$ cat src/rtl/sdrpipe_pkg.sv
package sdrpipe_pkg;

    localparam int CL_SHORT = 2;
    localparam int CL_LONG  = 3;

    typedef enum logic {
        ST_EMPTY = 1'b0,
        ST_FLOW  = 1'b1
    } pipe_st_e;

endpackage

$ cat src/rtl/sdrpipe_lat_shift.sv
module sdrpipe_lat_shift #(
    parameter int DATA_W = 16,
    parameter int DEPTH  = 3,
    localparam int IDX_W = $clog2(DEPTH)
) (
    input  logic              clk,
    input  logic              rst_n,
    input  logic              load,
    input  logic [IDX_W-1:0]  ins_sel,
    input  logic [DATA_W-1:0] din,
    output logic [DEPTH-1:0]  vld_o,
    output logic [DATA_W-1:0] dout
);

    logic [DEPTH-1:0]  vld_q;
    logic [DATA_W-1:0] dat_q [DEPTH];

    // Stage 0 can be loaded only; later stages shift or take an insert.
    always_ff @(posedge clk) begin
        if (!rst_n) begin
            vld_q <= '0;
            for (int i = 0; i < DEPTH; i++) begin
                dat_q[i] <= '0;
            end
        end else begin
            if (load && ins_sel == IDX_W'(0)) begin
                vld_q[0] <= 1'b1;
                dat_q[0] <= din;
            end else begin
                vld_q[0] <= 1'b0;
            end
            for (int i = 1; i < DEPTH; i++) begin
                if (load && ins_sel == IDX_W'(i)) begin
                    vld_q[i] <= 1'b1;
                    dat_q[i] <= din;
                end else begin
                    vld_q[i] <= vld_q[i-1];
                    dat_q[i] <= dat_q[i-1];
                end
            end
        end
    end

    assign vld_o = vld_q;
    assign dout  = dat_q[DEPTH-1];

endmodule

$ cat src/rtl/sdrpipe_mask_dly.sv
module sdrpipe_mask_dly #(
    parameter int LANES = 2,
    parameter int DLY   = 2
) (
    input  logic             clk,
    input  logic             rst_n,
    input  logic [LANES-1:0] dqm_i,
    output logic [LANES-1:0] dqm_o
);

    for (genvar l = 0; l < LANES; l++) begin : g_lane
        logic [DLY-1:0] sh_q;
        always_ff @(posedge clk) begin
            if (!rst_n) begin
                sh_q <= '0;
            end else begin
                sh_q <= {sh_q[DLY-2:0], dqm_i[l]};
            end
        end
        assign dqm_o[l] = sh_q[DLY-1];
    end

    // Edges seen since reset, for guarding history-based checks.
    logic [1:0] warm_q;
    always_ff @(posedge clk) begin
        if (!rst_n) begin
            warm_q <= '0;
        end else if (warm_q != 2'd3) begin
            warm_q <= warm_q + 2'd1;
        end
    end

    if (DLY == 2) begin : g_chk
        p_mask_delay_r5: assert property (@(posedge clk) disable iff (!rst_n)
            (warm_q >= 2'd2) |-> (dqm_o == $past(dqm_i, 2)));
    end

endmodule

$ cat src/rtl/sdrpipe_wr_gate.sv
module sdrpipe_wr_gate #(
    parameter int LANES = 2
) (
    input  logic             wr_en,
    input  logic [LANES-1:0] dqm,
    output logic [LANES-1:0] be
);

    assign be = {LANES{wr_en}} & ~dqm;

endmodule

$ cat src/rtl/sdr_read_pipe.sv
module sdr_read_pipe
    import sdrpipe_pkg::*;
#(
    parameter int DATA_W   = 16,
    parameter int MASK_DLY = 2
) (
    input  logic              clk,
    input  logic              rst_n,
    input  logic              cfg_cl3,
    input  logic              rd_strobe,
    input  logic [DATA_W-1:0] rd_word,
    input  logic              stop_req,
    input  logic              wr_strobe,
    input  logic [DATA_W/8-1:0] dqm,
    output logic [DATA_W-1:0] dq_out,
    output logic [DATA_W/8-1:0] dq_oe,
    output logic [DATA_W/8-1:0] wr_be
);

    localparam int LANES = DATA_W / 8;
    localparam int DEPTH = CL_LONG;
    localparam int IDX_W = $clog2(DEPTH);

    pipe_st_e          state_q, state_d;
    logic              cl_long_q;
    logic              accept;
    logic [IDX_W-1:0]  ins_sel;
    logic [DEPTH-1:0]  vld;
    logic [DATA_W-1:0] pipe_dout;
    logic [LANES-1:0]  mask_d;
    logic              more_ahead;

    assign accept  = rd_strobe & ~stop_req;
    assign ins_sel = cl_long_q ? IDX_W'(DEPTH - CL_LONG) : IDX_W'(DEPTH - CL_SHORT);
    assign more_ahead = |vld[DEPTH-2:0];

    // State register and latency register.
    always_ff @(posedge clk) begin
        if (!rst_n) begin
            state_q   <= ST_EMPTY;
            cl_long_q <= 1'b0;
        end else begin
            state_q <= state_d;
            if (state_q == ST_EMPTY && !rd_strobe) begin
                cl_long_q <= cfg_cl3;   // retune
            end
        end
    end

    // Next-state logic.
    always_comb begin
        state_d = state_q;
        unique case (state_q)
            ST_EMPTY: if (accept) state_d = ST_FLOW;                  // accept
            ST_FLOW:  if (!(accept || more_ahead)) state_d = ST_EMPTY; // drained
            default:  state_d = ST_EMPTY;
        endcase
    end

    sdrpipe_lat_shift #(.DATA_W(DATA_W), .DEPTH(DEPTH)) u_shift (
        .clk     (clk),
        .rst_n   (rst_n),
        .load    (accept),
        .ins_sel (ins_sel),
        .din     (rd_word),
        .vld_o   (vld),
        .dout    (pipe_dout)
    );

    sdrpipe_mask_dly #(.LANES(LANES), .DLY(MASK_DLY)) u_mask (
        .clk   (clk),
        .rst_n (rst_n),
        .dqm_i (dqm),
        .dqm_o (mask_d)
    );

    sdrpipe_wr_gate #(.LANES(LANES)) u_wr (
        .wr_en (wr_strobe),
        .dqm   (dqm),
        .be    (wr_be)
    );

    // Output process: per-lane enable and zeroed idle lanes.
    always_comb begin
        for (int l = 0; l < LANES; l++) begin
            dq_oe[l] = vld[DEPTH-1] & ~mask_d[l];
            dq_out[l*8 +: 8] = dq_oe[l] ? pipe_dout[l*8 +: 8] : 8'h00;
        end
    end

    // Edges seen since reset, for guarding history-based checks.
    logic [1:0] warm_q;
    always_ff @(posedge clk) begin
        if (!rst_n) begin
            warm_q <= '0;
        end else if (warm_q != 2'd3) begin
            warm_q <= warm_q + 2'd1;
        end
    end

    p_oe_source_r2: assert property (@(posedge clk) disable iff (!rst_n)
        ((warm_q == 2'd3) && (|dq_oe)) |->
            (cl_long_q ? $past(accept, 3) : $past(accept, 2)));

    p_stop_silence_r7: assert property (@(posedge clk) disable iff (!rst_n)
        ((warm_q == 2'd3) && (cl_long_q ? $past(stop_req, 3) : $past(stop_req, 2)))
            |-> (dq_oe == '0));

    p_lat_frozen_r8: assert property (@(posedge clk) disable iff (!rst_n)
        (state_q == ST_FLOW) |=> $stable(cl_long_q));

    p_idle_zero_r9: assert property (@(posedge clk) disable iff (!rst_n)
        (dq_oe == '0) |-> (dq_out == '0));

endmodule

$ cat config.mk
export PLATFORM = sky130hd
export DESIGN_NAME = sdr_read_pipe
export DESIGN_NICKNAME = d
export VERILOG_FILES = /design/src/rtl/sdrpipe_pkg.sv /design/src/rtl/sdrpipe_lat_shift.sv /design/src/rtl/sdrpipe_mask_dly.sv /design/src/rtl/sdrpipe_wr_gate.sv /design/src/rtl/sdr_read_pipe.sv
export SDC_FILE = /design/constraint.sdc
export NUM_CORES = 1
export LEC_CHECK = 0
export ABC_AREA = 1
export BUFFER_PORTS_ARGS = -buffer_cell sky130_fd_sc_hd__buf_4
export CAP_MARGIN = 20
export CORE_MARGIN = 2
export CORE_UTILIZATION = 45
export DETAILED_ROUTE_END_ITERATION = 10
export HOLD_SLACK_MARGIN = 0.03
export PLACE_DENSITY = 0.66
export REMOVE_ABC_BUFFERS = 1
export SYNTH_ARGS = -nofsm -noshare
export SYNTH_HDL_FRONTEND = slang
export SYNTH_SLANG_ARGS = --single-unit
$ cat constraint.sdc
create_clock -name clk -period 1.5 [get_ports clk]
set_input_delay 0.3 -clock clk [delete_from_list [all_inputs] [get_ports clk]]
set_output_delay 0.3 -clock clk [all_outputs]
set_load 0.05 [all_outputs]
Word-level counts from Yosys, hierarchy flattened
Memories as Yosys holds them, arrays and structs flattened.
Index checks and enable logic that the tools add are counted.
{"block": "classes", "n_lt_le_gt_ge": 0, "add_sub_neg": 0, "eq_ne": 2, "mul": 0, "shift": 0, "n_div": 0, "bitwise": 14, "muxes": 29, "n_reduce_logical": 8}
{"cell": "16-bit two-way mux", "n": 5}
{"cell": "1-bit two-way mux", "n": 21}
{"cell": "8-bit two-way mux", "n": 2}
{"cell": "1-bit OR", "n": 5}
{"cell": "1-bit logical AND", "n": 4}
{"cell": "1-bit NOT", "n": 4}
{"cell": "1-bit bitwise AND", "n": 3}
{"cell": "2-bit bitwise AND", "n": 1}
{"cell": "1-bit by 2-bit equality test with 1-bit output, second input constant", "n": 1}
{"cell": "2-bit zero test", "n": 1}
{"cell": "2-bit NOT", "n": 1}
{"cell": "1-bit case mux with 2 select lines", "n": 1}
{"cell": "2-bit OR reduction", "n": 1}
{"cell": "1-bit equality test, second input constant", "n": 1}
{"cell": "1-bit zero test", "n": 1}
{"cell": "1-bit logical OR", "n": 1}
{"block": "word_totals", "ff_bits": 9, "latchBits": 0, "mem_bits_rw": 48, "romBits": 0, "elab_cells": 59, "output_inout_bits": 20, "n_memories": 1, "in_bits": 24}
{"memory": "u_shift.dat_q", "depth": 3, "width": 16, "read_ports": 3, "rd_clocked_by_memory_dff": 0, "wr": 3, "line_no": "sdrpipe_lat_shift.sv:16", "text": "logic [DATA_W-1:0] dat_q [DEPTH];"}

Logic depth before layout (Yosys ltp)
Gate-level depths: netlist (run 1).
{"block": "depth", "word_depth": 8, "mapped_depth": 6, "ltp_nobuf": 5}

By module
From an unflattened synthesis (run 1), not the netlist that was laid out.
{"block": "unflattened", "cells_unflattened": 277, "hier_area_um2": 2595.0}
{"mod": "sdrpipe_lat_shift", "area_per_inst_um2": 2182.1, "n_inst": 1, "cells_per_inst": 207}
{"mod": "sdr_read_pipe", "area_per_inst_um2": 276.5, "n_inst": 1, "cells_per_inst": 53}
{"mod": "sdrpipe_mask_dly", "area_per_inst_um2": 125.1, "n_inst": 1, "cells_per_inst": 14}
{"mod": "sdrpipe_wr_gate", "area_per_inst_um2": 11.3, "n_inst": 1, "cells_per_inst": 3}

Least setup slack after synthesis (run 1)
OpenSTA, ideal clock, no wires.
{"block": "synth_timing", "path_kind": "register to output", "startpoint": "register u_shift.vld_q[2] (netlist: u_shift.vld_o[2])", "endpoint": "output port dq_out[0]", "path_stages_with_launch": 5, "arrival_time_ns": 1.382, "t_required_ns": 1.200, "setup_slack_ns": -0.182, "cell_sequence": "dfxtp_1 inv_1 or2_2 buf_2 nor2_1"}
{"block": "synth_via", "elab_chain_len": 2}
{"item": "start: declaration", "line_no": "sdrpipe_lat_shift.sv:15", "text": "logic [DEPTH-1:0] vld_q;"}
{"item": "start signal: indexed assignment", "line_no": "sdrpipe_lat_shift.sv:37", "text": "vld_q[i] <= vld_q[i-1];"}
{"item": "1-bit bitwise AND", "line_no": "sdr_read_pipe.sv:86", "text": "dq_oe[l] = vld[DEPTH-1] & ~mask_d[l];"}
{"item": "8-bit two-way mux", "line_no": "sdr_read_pipe.sv:87", "text": "dq_out[l*8 +: 8] = dq_oe[l] ? pipe_dout[l*8 +: 8] : 8'h00;"}
{"item": "end: declaration", "line_no": "sdr_read_pipe.sv:15", "text": "output logic [DATA_W-1:0] dq_out,"}
No other way between the ends.

Worst setup path after layout (run 1)
{"block": "layout_timing", "startpoint": "register u_shift.vld_q[2] (netlist: u_shift.vld_o[2])", "endpoint": "output port dq_out[13]"}
Same word-level chain as after synthesis.

==> flow_metrics.env, run 1 <==
export IMPL_status="finished with violations"
export IMPL_violations="negative setup slack"
export IMPL_grt_antenna_before_repair=0
export IMPL_hold_viol=0
export IMPL_die_x_um=78.2
export IMPL_cts_root_buffer="clkbuf_8"
export IMPL_ir_drop_uv=617
export IMPL_place_congestion=0.778
export IMPL_hold_buffers=0
export IMPL_cts_max_path_buffers=2
export IMPL_yosysUniqueCellTypes=20
export IMPL_wirelength_um=4030
export IMPL_cts_clk_slew_worst_paths_ps=60
export IMPL_crit_required_ps=1200
export IMPL_die_area_um2=6120
export IMPL_grt_use_total_pct=14.7
export IMPL_initial_utilization_pct=45.9
export IMPL_drc=0
export IMPL_timing_fmax_mhz=633
export IMPL_detail_route_antenna_nets=0
export IMPL_startpoint_type="flop"
export IMPL_synth_area_um2=2480
export IMPL_cts_tree="done"
export IMPL_synth_top_area_share_pct=58.2
export IMPL_fin_ws_ps=-80.4
export IMPL_wl_met2_um=2030
export IMPL_clock_sinks=57
export IMPL_drv_slew=0
export IMPL_routedWlPerCell_um=9.88
export IMPL_setup_viol=16
export IMPL_layout_drive_gt1_share_pct=27.4
export IMPL_crit_type="reg -> out"
export IMPL_final_cell_mix="inv_1, nand2_1, edfxtp_1"
export IMPL_rows=27
export IMPL_cts_buffers=9
export IMPL_p_total_mw=3.53
export IMPL_grt_pass1_wl_um=6730
export IMPL_max_cap_viol_count=0
export IMPL_fin_skew_ps=4.54
export IMPL_synth_seq_area_share_pct=65.4
export IMPL_first_pass_iters=4
export IMPL_rsz0062_at_grt="yes"
export IMPL_coreArea_um2=5410
export IMPL_instances_no_fill=408
export IMPL_top_layer="met4"
export IMPL_synth_cells=252
export IMPL_pre_cts_slack_ps=90.8
export IMPL_htreeDepth=3
export IMPL_power_density_nw_per_um2=1050
export IMPL_clk_latency_ps=330
export IMPL_io_buffer_count=43
export IMPL_via_per_inst=4.22
export IMPL_hold_class="in -> reg"
export IMPL_power_leakage_nw=1.72
export IMPL_post_dp_hpwl_um=2630
export IMPL_wl_met1_um=1670
export IMPL_fp_dieH_um=78.2
export IMPL_crit_path_end_kind="output port"
export IMPL_synthTopCellsByArea="edfxtp_1, inv_1, nand2_1, dfxtp_1, nand4_1"
export IMPL_top_level_ports=44
export IMPL_synth_warnings=0
export IMPL_ys_ff_latch=57
export IMPL_grt_overflow_total=0
export IMPL_final_nets=355
export IMPL_syn_to_final_growth_pct=35.8
export IMPL_min_period_ps=1580
export IMPL_synth_area_per_cell_um2=9.84
export IMPL_routed_wl_met3_um=240
export IMPL_grt_start_max_net_pins=40
export IMPL_crit_fanout=5
export IMPL_drt_iter0_drc=111
export IMPL_yosys_area_top_type="edfxtp_1"
export IMPL_finalCritPeriodShare_pct=105
export IMPL_via_count=1721
export IMPL_diodes=0
export IMPL_dp_cells=390
export IMPL_crit_arrival_ps=1280
export IMPL_grt_pass1_vias=1592
-- kinds of logic (layout without fill, tap and decap cells) --
family / Yosys count / count (layout) / synth area share, %
simple gates: 114 / 116 / 20.3
buf+inv: 76 / 127 / 12.9
flops: 57 / 57 / 65.4
compound gates: 4 / 4 / 1.26
other cells: 1 / 32 / 0.151
-- final timing paths --
path                            startpoint                  endpoint  slack [ps]  cells past startpoint
setup / recovery          u_shift.vld_o[2]                dq_out[13]         -80                      4
hold / removal                      dqm[1]  u_mask.g_lane[1].sh_q[0]         170                      3
setup reg to reg                 cl_long_q      u_shift.dat_q[0][24]         230                      4
hold reg to reg   u_mask.g_lane[1].sh_q[0]  u_mask.g_lane[1].sh_q[1]         410                      2
-- report_power, final --
| part | leakage [nW] | internal [mW] | switching (mW) |
|---|---|---|---|
| Clock | 0.102 | 0.774 | 0.556 |
| Combinational | 1.06 | 0.126 | 0.211 |
| Sequential | 0.566 | 1.83 | 0.0280 |
| Total | 1.72 | 2.73 | 0.794 |
-- Yosys cell counts --
library cell,count
edfxtp_1,48
buf_6,2
nand4_1,14
inv_2,2
nand2_1,58
inv_1,61
nor2_1,21
nand3_1,16
nor3_1,1
nor2_4,1
buf_2,9
buf_4,1
a21oi_4,1
o21ai_0,2
clkbuf_4,1
or2_2,2
nand3_2,1
conb_1,1
dfxtp_1,9
a21oi_1,1
-- per-layer routing --
metal / GRT usage [%] / vias up
li1: - / 914
met1: 15.9 / 744
met2: 24.9 / 53
met3: 5.06 / 10
met4: 8.77 / 0
met5: 0 / -
-- per-stage QoR --
step / hold slack [ps] / instance area, µm² / util (%) / TNS (ps)
after floorplan: 390 / 2510 / - / -1820
after global placement: 393 / 2980 / 55.0 / 0
after detailed placement: 398 / 2980 / 55.0 / 0
after CTS: 153 / 3250 / 60.1 / -1240
after global routing: 178 / 3370 / 62.3 / -1970
final: 170 / 3370 / 62.3 / -850
-- sequential cells by signal, summed over array words and instances (netlist names) --
name,flops
u_shift.dat_q,48
u_mask.g_lane.sh_q,4
u_shift.vld_o,3
cl_long_q,1
state_q,1
-- final cells by class --
class | count | area, µm²
timing repair buffer | 48 | 459
tap | 72 | 90.1
multi-input combinational | 152 | 764
inverter | 63 | 236
clock inverter | 2 | 10.0
fill | 440 | 2040
clock buffer | 14 | 183
sequential | 57 | 1620
-- critical path, cell delays in order (launching register included) --
cell	delay, ps
dfxtp_2	330
inv_2	50
or2_4	280
nor2_2	120
buf_6	170
-- what timing repair did --
| item | in CTS | in global routing |
|---|---|---|
| setup buffers | 0 | 0 |
| pin swaps | 1 | 2 |
| setup endpoints to repair | 18 | 34 |
| resized for setup | 25 | 31 |
| cloned | 1 | 1 |
No activity file was read; power rests on OpenSTA's default activity.
==> run 2, diff against run 1 <==
--- a/config.mk
+++ b/config.mk
@@ -10,9 +10,10 @@
 export CAP_MARGIN = 20
 export CORE_MARGIN = 2
 export CORE_UTILIZATION = 45
+export CTS_CLUSTER_SIZE = 12
 export DETAILED_ROUTE_END_ITERATION = 10
 export HOLD_SLACK_MARGIN = 0.03
-export PLACE_DENSITY = 0.66
+export PLACE_DENSITY = 0.67
 export REMOVE_ABC_BUFFERS = 1
 export SYNTH_ARGS = -nofsm -noshare
 export SYNTH_HDL_FRONTEND = slang
==> run 2 against run 1 <==
The flow still finishes with violations (negative setup slack). Largest cell class unchanged. Non-clock buffer count grew 1. Largest power group unchanged. Sequential power is essentially flat. Maximum frequency grew 1.4%.
==> flow_metrics.env, run 2 (synthesis results as in run 1) <==
export IMPL_status="finished with violations"
export IMPL_violations="negative setup slack"
export IMPL_via_per_inst=4.22
export IMPL_post_dp_hpwl_um=2670
export IMPL_hold_class="in -> reg"
export IMPL_grt_use_total_pct=15.0
export IMPL_top_level_ports=44
export IMPL_r2r_start="cl_long_q"
export IMPL_initial_utilization_pct=45.9
export IMPL_wirelength_um=4210
export IMPL_pwr_share_seq_pct=54.9
export IMPL_cts_buffers=9
export IMPL_cts_root_buffer="clkbuf_8"
export IMPL_ir_drop_uv=798
export IMPL_crit_fanout=5
export IMPL_clock_power_share_pct=35.0
export IMPL_top_layer="met4"
export IMPL_detail_route_antenna_nets=0
export IMPL_instances_no_fill=409
export IMPL_routedWlPerCell_um=10.3
export IMPL_die_x_um=78.2
export IMPL_reg2regPathDepth=4
export IMPL_worstHoldPathCells=3
export IMPL_grt_pass1_vias=1660
export IMPL_cts_clk_slew_worst_paths_ps=60
export IMPL_r2r_end="u_shift.dat_q[0][21]"
export IMPL_power_density_nw_per_um2=1010
export IMPL_coreArea_um2=5410
export IMPL_cts_max_path_buffers=2
export IMPL_intPower_mw=2.61
export IMPL_largest_reg_flops=48
export IMPL_fin_ws_ps=-58.7
export IMPL_fp_dieH_um=78.2
export IMPL_cpMaxStageDelayCell="dfxtp_2"
export IMPL_fin_area_um2=3340
export IMPL_crit_required_ps=1200
export IMPL_place_area_um2=2980
export IMPL_drc=0
export IMPL_diodes=0
export IMPL_worst_path_largest_cell_delay_ps=320
export IMPL_rsz0062_at_grt="yes"
export IMPL_drv_slew=0
export IMPL_layout_drive_gt1_share_pct=26.4
export IMPL_p_comb_share_pct=10.1
export IMPL_final_nets=356
export IMPL_first_pass_iters=7
export IMPL_crit_chain="inv_2 -> or2_4 -> nor2_2 -> buf_6"
export IMPL_rows=27
export IMPL_setup_viol=17
export IMPL_power_leakage_nw=1.71
export IMPL_grt_pass1_wl_um=6960
export IMPL_p_sw_share_pct=23.0
export IMPL_max_cap_viol_count=0
export IMPL_power_switching_uw=780
export IMPL_final_cell_mix="inv_1, nand2_1, edfxtp_1"
export IMPL_timing_fmax_mhz=642
export IMPL_hold_viol=0
export IMPL_grt_overflow_total=0
export IMPL_fin_skew_ps=5.55
export IMPL_grt_start_max_net_pins=40
export IMPL_min_period_ps=1560
export IMPL_clock_sinks=57
export IMPL_wl_met1_um=1780
export IMPL_top_register="u_shift.dat_q"
export IMPL_cts_tree="done"
export IMPL_htreeDepth=3
export IMPL_crit_path_end_kind="output port"
export IMPL_hold_end="u_mask.g_lane[0].sh_q[0]"
export IMPL_routed_wl_met3_um=190
export IMPL_clk_latency_ps=320
export IMPL_fin_setup_tns_ps=-592
export IMPL_syn_to_final_growth_pct=34.7
export IMPL_min_from="dqm[0]"
export IMPL_startpoint_type="flop"
export IMPL_hold_buffers=0
export IMPL_place_congestion=0.788
export IMPL_drt_iter0_drc=95
export IMPL_finalCritPeriodShare_pct=104
export IMPL_crit_type="reg -> out"
export IMPL_rrSetupSlack_ps=190
export IMPL_via_count=1726
export IMPL_die_area_um2=6120
export IMPL_grt_antenna_before_repair=0
export IMPL_p_total_mw=3.38
export IMPL_crit_arrival_ps=1260
export IMPL_wl_met2_um=2180
export IMPL_io_buffer_count=43
export IMPL_dp_cells=391
## run 2: cell count changes in the layout (fill, tap and decap cells not counted), sizes merged
cell,change
clkinv,-1
buf,+1
clkbuf,+1
## run 2: power by group through the flow
stage | clock [mW] | combinational [mW] | sequential, mW
2_1_floorplan | 0 | 0.168 | 1.88
3_3_place_gp | 0 | 0.302 | 1.89
3_5_place_dp | 0 | 0.309 | 1.89
4_1_cts | 1.21 | 0.329 | 1.86
5_1_grt | 1.28 | 0.385 | 1.87
6_report | 1.18 | 0.342 | 1.86
## run 2: layout make-up
cell class	count	area, µm²
Timing Repair Buffer	49	463
Multi-Input combinational cell	152	764
Fill cell	452	2070
Inverter	63	236
Clock buffer	15	156
Clock inverter	1	5.00
Tap cell	72	90.1
Sequential cell	57	1620
## run 2: how the worst max path moves through the flow
stage                           from              endpoint  slack (ps)  depth (start not counted)
floorplan           u_shift.vld_o[2]             dq_out[0]        -110                          3
global placement           cl_long_q  u_shift.dat_q[0][21]          90                          4
detailed placement         cl_long_q  u_shift.dat_q[0][21]          50                          4
CTS                 u_shift.vld_o[2]             dq_out[0]         -60                          4
global route        u_shift.vld_o[2]             dq_out[1]        -100                          4
finish              u_shift.vld_o[2]             dq_out[7]         -60                          4
## run 2: timing repair
action                                  4_1_cts  5_1_grt
pin swaps                                     4        3
resized for setup                            42       13
endpoints found under the setup margin       18       34
setup buffers                                 0        0
gates cloned                                  2        0
## run 2: routing by layer
metal / vias to the layer above / track usage [%]
met5: - / 0
met2: 42 / 26.1
met3: 9 / 5.52
met1: 762 / 16.4
met4: 0 / 6.32
li1: 913 / -
## run 2: per-stage QoR
step	setup WS [ps]	utilization (%)	hold slack (ps)
after detailed placement	52.6	55.2	406
after global routing	-99.7	61.8	177
final	-58.7	61.8	175
after global placement	91.6	55.2	396
after floorplan	-114	-	390
after CTS	-61.1	60.8	167
## run 2: worst max-delay path, delay by kind of cell (launching register included)
kind,cells,cell delay [ps]
flops,1,320
buf+inv,2,220
simple gates,2,400
